<file path="src/rtl/shmul_pkg.sv">
package shmul_pkg;

  // Controller state codes; the encoding is visible on the top-level port.
  typedef enum logic [1:0] {
    ST_IDLE = 2'd0,
    ST_TEST = 2'd1,
    ST_STEP = 2'd2,
    ST_DONE = 2'd3
  } shmul_state_e;

endpackage

</file>
<file path="src/rtl/shmul_shreg.sv">
module shmul_shreg #(
  parameter int W       = 8,
  parameter bit TO_LEFT = 1'b1
) (
  input  logic         clk,
  input  logic         rst,
  input  logic         load_i,
  input  logic         shift_i,
  input  logic [W-1:0] load_val_i,
  output logic [W-1:0] q_o
);

  logic [W-1:0] q_r;
  logic [W-1:0] shifted;

  generate
    if (TO_LEFT) begin : g_left
      assign shifted = {q_r[W-2:0], 1'b0};
    end else begin : g_right
      assign shifted = {1'b0, q_r[W-1:1]};
    end
  endgenerate

  always_ff @(posedge clk) begin
    if (rst) begin
      q_r <= '0;
    end else if (load_i) begin
      q_r <= load_val_i;
    end else if (shift_i) begin
      q_r <= shifted;
    end
  end

  assign q_o = q_r;

endmodule

</file>
<file path="src/rtl/shmul_ctrl.sv">
module shmul_ctrl
  import shmul_pkg::*;
(
  input  logic         clk,
  input  logic         rst,
  input  logic         start_i,
  input  logic         b_zero_i,
  output shmul_state_e state_o,
  output logic         load_o,
  output logic         step_o,
  output logic         valid_o
);

  shmul_state_e st_q, st_d;

  // Next-state logic
  always_comb begin
    st_d = st_q;
    unique case (st_q)
      ST_IDLE: if (start_i) st_d = ST_TEST;
      ST_TEST: st_d = b_zero_i ? ST_DONE : ST_STEP;
      ST_STEP: st_d = ST_TEST;
      ST_DONE: st_d = ST_IDLE;
      default: st_d = ST_IDLE;
    endcase
  end

  // State register
  always_ff @(posedge clk) begin
    if (rst) st_q <= ST_IDLE;
    else     st_q <= st_d;
  end

  // Output logic
  assign load_o  = (st_q == ST_IDLE) && start_i;
  assign step_o  = (st_q == ST_STEP);
  assign valid_o = (st_q == ST_DONE);
  assign state_o = st_q;


  done_to_idle_chk: assert property (@(posedge clk) disable iff (rst)
    (st_q == ST_DONE) |=> (st_q == ST_IDLE));


  step_to_test_chk: assert property (@(posedge clk) disable iff (rst)
    (st_q == ST_STEP) |=> (st_q == ST_TEST));


  zero_exit_chk: assert property (@(posedge clk) disable iff (rst)
    (st_q == ST_TEST && b_zero_i) |=> (st_q == ST_DONE));


  idle_leave_chk: assert property (@(posedge clk) disable iff (rst)
    (st_q == ST_IDLE && start_i) |=> (st_q == ST_TEST));

endmodule

</file>
<file path="src/rtl/shmul_dpath.sv">
module shmul_dpath #(
  parameter int OP_W = 8
) (
  input  logic              clk,
  input  logic              rst,
  input  logic              load_i,
  input  logic              step_i,
  input  logic [OP_W-1:0]   op_a_i,
  input  logic [OP_W-1:0]   op_b_i,
  output logic [2*OP_W-1:0] prod_o,
  output logic              b_zero_o
);

  localparam int PROD_W = 2 * OP_W;
  localparam int EXT_W  = PROD_W - OP_W;

  // Conditional accumulation: the adder and the sum/hold selection.
  function automatic logic [PROD_W-1:0] accum(input logic [PROD_W-1:0] acc,
                                              input logic [PROD_W-1:0] addend,
                                              input logic              take);
    return take ? (acc + addend) : acc;
  endfunction

  logic [PROD_W-1:0] mcand_q;
  logic [OP_W-1:0]   mplier_q;
  logic [PROD_W-1:0] prod_q, prod_d;
  logic [PROD_W-1:0] a_ext;
  logic              add_evt;

  assign a_ext = {{EXT_W{1'b0}}, op_a_i};

  shmul_shreg #(.W(PROD_W), .TO_LEFT(1'b1)) u_mcand (
    .clk        (clk),
    .rst        (rst),
    .load_i     (load_i),
    .shift_i    (step_i),
    .load_val_i (a_ext),
    .q_o        (mcand_q)
  );

  shmul_shreg #(.W(OP_W), .TO_LEFT(1'b0)) u_mplier (
    .clk        (clk),
    .rst        (rst),
    .load_i     (load_i),
    .shift_i    (step_i),
    .load_val_i (op_b_i),
    .q_o        (mplier_q)
  );

  assign add_evt  = step_i && mplier_q[0];
  assign b_zero_o = (mplier_q == '0);

  always_comb begin
    if (load_i) prod_d = '0;
    else        prod_d = accum(prod_q, mcand_q, add_evt);
  end

  always_ff @(posedge clk) begin
    if (rst) prod_q <= '0;
    else     prod_q <= prod_d;
  end

  assign prod_o = prod_q;


  load_clear_chk: assert property (@(posedge clk) disable iff (rst)
    load_i |=> (prod_q == '0 && mplier_q == $past(op_b_i)));


  mplier_shift_chk: assert property (@(posedge clk) disable iff (rst)
    (step_i && !load_i) |=> (mplier_q == ($past(mplier_q) >> 1)));


  idle_hold_chk: assert property (@(posedge clk) disable iff (rst)
    (!load_i && !step_i) |=> ($stable(prod_q) && $stable(mplier_q) && $stable(mcand_q)));


  skip_add_chk: assert property (@(posedge clk) disable iff (rst)
    (step_i && !mplier_q[0]) |=> $stable(prod_q));

endmodule

</file>
<file path="src/rtl/shift_add_mul.sv">
module shift_add_mul
  import shmul_pkg::*;
#(
  parameter int OP_W = 8
) (
  input  logic              clk,
  input  logic              rst,
  input  logic              start,
  input  logic [OP_W-1:0]   op_a,
  input  logic [OP_W-1:0]   op_b,
  output logic [2*OP_W-1:0] result,
  output logic              valid,
  output logic [1:0]        state
);

  shmul_state_e st;
  logic         load_w;
  logic         step_w;
  logic         b_zero_w;

  shmul_ctrl u_ctrl (
    .clk      (clk),
    .rst      (rst),
    .start_i  (start),
    .b_zero_i (b_zero_w),
    .state_o  (st),
    .load_o   (load_w),
    .step_o   (step_w),
    .valid_o  (valid)
  );

  shmul_dpath #(.OP_W(OP_W)) u_dpath (
    .clk      (clk),
    .rst      (rst),
    .load_i   (load_w),
    .step_i   (step_w),
    .op_a_i   (op_a),
    .op_b_i   (op_b),
    .prod_o   (result),
    .b_zero_o (b_zero_w)
  );

  assign state = st;


  valid_entry_chk: assert property (@(posedge clk) disable iff (rst)
    $rose(valid) |-> ($past(st) == ST_TEST));


  done_hold_chk: assert property (@(posedge clk) disable iff (rst)
    valid |=> $stable(result));

endmodule

</file>
<file path="config.mk">
export PLATFORM = sky130hd
export DESIGN_NAME = shift_add_mul
export DESIGN_NICKNAME = d
export VERILOG_FILES = /design/src/rtl/shmul_pkg.sv /design/src/rtl/shmul_shreg.sv /design/src/rtl/shmul_ctrl.sv /design/src/rtl/shmul_dpath.sv /design/src/rtl/shift_add_mul.sv
export SDC_FILE = /design/constraint.sdc
export NUM_CORES = 1
export LEC_CHECK = 0
export BUFFER_PORTS_ARGS = -buffer_cell sky130_fd_sc_hd__clkbuf_2
export CORE_MARGIN = 2
export CORE_UTILIZATION = 44
export CTS_CLUSTER_DIAMETER = 60
export DETAILED_ROUTE_END_ITERATION = 8
export GPL_TIMING_DRIVEN = 0
export SETUP_SLACK_MARGIN = 0.1
export SYNTH_ARGS = -nofsm -noshare
export SYNTH_HDL_FRONTEND = slang
export SYNTH_SLANG_ARGS = --single-unit
</file>
<file path="constraint.sdc">
create_clock -name clk -period 5.15 [get_ports clk]
set_input_delay 0.7725 -clock clk [delete_from_list [all_inputs] [get_ports clk]]
set_output_delay 0.7725 -clock clk [all_outputs]
set_load 0.005 [all_outputs]
</file>
==> summary.md <==
| Metric | Value |
|---|---|
| Worst reg2reg path depth | 7 |
| Lkg Pwr | between 0.001 and 0.0015 uW |
| DRT iter0 DRCs | approximately 140 |
| Min Tclk post-route | around 2400 ps |
| Core footprint | approximately 5500 um2 |
| Postcts setup bufs | 0 |
| Post-synthesis sequential area ratio | between 30% and 40% |
| Cts repair resizes | 0 |
| Clk buf depth | 2 |
| # diodes | 0 |
| Num rows | 27 |
| Crit Path Class | reg2reg |
| Synth Area in Adders | around 8.4% |
| # setup viols final | 0 |
| Final hold vios | 0 |
| Routed length per placed instance | ~15 um |
| Syn Nets | approximately 350 |
| Rel. slew slack | a little over half |
| Arr. time, crit path | 2700 ps |
| Nature of the critical path startpoint | flop |
| Peak supply drop | between 0.1 and 0.15 mV |
| DIE HEIGHT | between 70 and 80 um |
| Synth Area in Simple Gates | approximately 23% |
| Total power | a little under 700 uW |
| Synth-to-Final Area Change | 14.8% |
| Unique cell type count in the Yosys netlist | 60 |
| DP Cell Count | 419 |
| Cts bufs inserted | 5 |
| Mux cell area share after synthesis | less than 1% |
| Worst EP required | roughly 5400 ps |
| Min-Delay Path Class | reg2reg |
| Count of input and output buffers | 37 |
| Skew-Pair Late Insertion Delay | approximately 300 ps |
| Yosys warns | 0 |
| Die width | between 70 and 80 um |
| Root buffer cell | clkbuf_8 |
| Fmax | 408 MHz |
| End of the worst register-to-register path | u_dpath.prod_o[12] |
| Pwr/cell area | ~240 nW/um2 |
| Status | finished clean |
| Synthesized area per cell | 8.01 um2 |
| Synth Area in Compound Gates | about a quarter |
| Post-route setup TNS | 0 ps |
| Routed Antenna Nets | 0 |
| Max_cap viols | 0 |
| Least-Margin Pin Slew | ~670 ps |
| Layout cells sized above 1 | a little under a fifth |
| Clk slew on worst S/H paths | 80 ps |
| Max Fanout on Critical Path | 3 |
| Final cell count without fillers | between 400 and 500 |
| Number of global-route vias before repair | between 2k and 2.5k |
| Routed WL | around 6400 um |
| Largest family of logic cells by synthesized area | compound AO/OA/AOI/OAI gates |
| Flop-to-flop setup slack | 2700 ps |
| CP Capture Type | flop |
| RR Startpoint | u_dpath.u_mcand.q_o[0] |
| Pin count of the biggest net entering global routing | 13 |
| Post-Syn Area | between 2000 and 2500 um2 |
| Final worst path period share | a little under half |
| Global route overflow | 0 |
| Dpl hpwl | 4690 um |
| Vias per inst | 5.66 |
| Slew Limit Fails | 0 |
| Most common cell after layout, fill and taps aside | dfxtp_1 |
| First-pass GRT wire length | between 10000 and 15000 um |
| DIE AREA | ~6300 um2 |
| Post-Route Utilization | between 50% and 60% |
| Mapped Cells | 310 |
| Final net count | between 300 and 400 |
| Clk_skew | between 4 and 5 ps |
| Via count | 2417 |
| H-tree Lvls | 2 |
| CTS tree | built |
| Total track usage | 21.5% |
| Initial Utilization | about 45% |
| Synth Area in XOR/XNOR | around 2.1% |
| Antenna violations before repair | 0 |
| FILL cells | about 580 |
| Final Wtd Congestion | 0.887 |
| TritonRoute pass-1 iters | 4 |
| Worst Setup SP | u_dpath.u_mcand.q_o[0] |
| Worst Setup EP | u_dpath.prod_o[12] |
| Residual DRC | 0 |
| Synth Register Bits | 42 |
| Hold buffers post-CTS | 0 |
| Clk sink count | 42 |
| Most frequent cells in the layout | dfxtp_1 (42), nand2_1 (38), clkbuf_2 (37), nor2_1 (31), a21oi_1 (31) |
| RSZ-0062 raised after global routing | false |
| Io pins | 38 |
## kinds of logic (layout without fill, tap and decap cells)
group	count (synthesis)	count (layout)
buffers and inverters	34	79
xor gates and xnor gates	6	6
DFF	42	42
adders and majority gates	16	16
AOI/OAI and AO/OA	91	91
and+or+nand+nor	119	119
muxes	2	2
## metrics by stage
step	area, um2	hold slack, ps	setup WS, ps
detailed placement	2760	468	2740
global placement	2760	464	2740
global route	2850	510	2520
CTS	2850	480	2770
finish	2850	477	2700
floorplan	2480	449	3100
## metal layers
layer / vias to the layer above / track usage [%] / wire [um]
met5: - / 0 / 0
met2: 82 / 35.6 / 2890
met3: 9 / 4.89 / 321
li1: 1219 / - / -
met4: 0 / 7.93 / 116
met1: 1107 / 27.4 / 3030
## power breakdown
group          switching [uW]  total, uW  internal [uW]
Sequential               12.3        351            339
Clock                     120        228            108
Combinational            57.9       93.0           35.2
Total                     190        672            482
## worst max-delay path, cell delays in order (launching register included)
cell and delay, ps:
dfxtp_1 340, ha_1 210, fa_1 410, a21oi_1 250
o211ai_1 200, a2111oi_0 660, o2111ai_1 220, nand3_1 110
## cell usage after synthesis (all sizes together)
cell     instances  area (um2)
and3             5        33.8
and2             1        8.76
o21a             2        16.3
a2111oi          3        45.1
nand3b           1        7.51
nor4             3        18.8
o211ai           1        7.51
a311oi           4        35.0
ha              15         188
clkbuf           7        26.3
a41oi            1        8.76
or2              2        12.5
o21bai           2        15.0
o211a            1        10.0
nor3b            2        20.0
o2111ai          1        8.76
nor4bb           1        10.0
nor2b            1        6.26
a21boi           1        7.51
a221oi           7        61.3
xnor2            4        35.0
nor2            32         123
or4              2        15.0
o21ai            9        45.0
a211o            2        17.5
nand3           16        85.1
o22ai            7        43.8
inv             18        67.6
fa               1        20.0
a2bb2oi          1        8.76
xor2             2        17.5
a22oi            2        15.0
a21oi           33         173
o31ai            3        36.3
nand4            3        18.8
nand2           39         149
nor3             9        50.1
a31oi            2        12.5
buf              9        56.3
nand4b           2        17.5
mux2i            2        20.0
a21o             3        23.8
a211oi           6        45.0
dfxtp           42         841
## flip-flops by register name (all words and copies together) (netlist names)
| register | count |
|---|---|
| u_dpath.prod_o | 16 |
| u_dpath.u_mcand.q_o | 16 |
| u_dpath.u_mplier.q_o | 8 |
| u_ctrl.state_o | 2 |
## how the worst min path moves through the flow
stage / from / end / slack [ps] / cells after the start
6_report: u_dpath.prod_o[3] / u_dpath.prod_o[3] / 480 / 2
4_1_cts: u_dpath.prod_o[5] / u_dpath.prod_o[5] / 480 / 2
3_3_place_gp: u_dpath.prod_o[5] / u_dpath.prod_o[5] / 460 / 2
3_5_place_dp: u_dpath.prod_o[5] / u_dpath.prod_o[5] / 470 / 2
2_1_floorplan: u_dpath.u_mcand.q_o[9] / u_dpath.u_mcand.q_o[10] / 450 / 2
5_1_grt: u_dpath.prod_o[8] / u_dpath.prod_o[8] / 510 / 2
## cell type report
cell class                      instances  area (um2)  share of cell area [%]
Buffer                                 16        82.6                    2.90
Clock buffer                            7        86.3                    3.03
Clock inverter                          1        5.00                   0.176
Inverter                               18        67.6                    2.37
Multi-Input combinational cell        234        1490                    52.3
Sequential cell                        42         841                    29.5
Tap cell                               72        90.1                    3.16
Timing Repair Buffer                   37         185                    6.50
(Power assumes the default switching activity.)
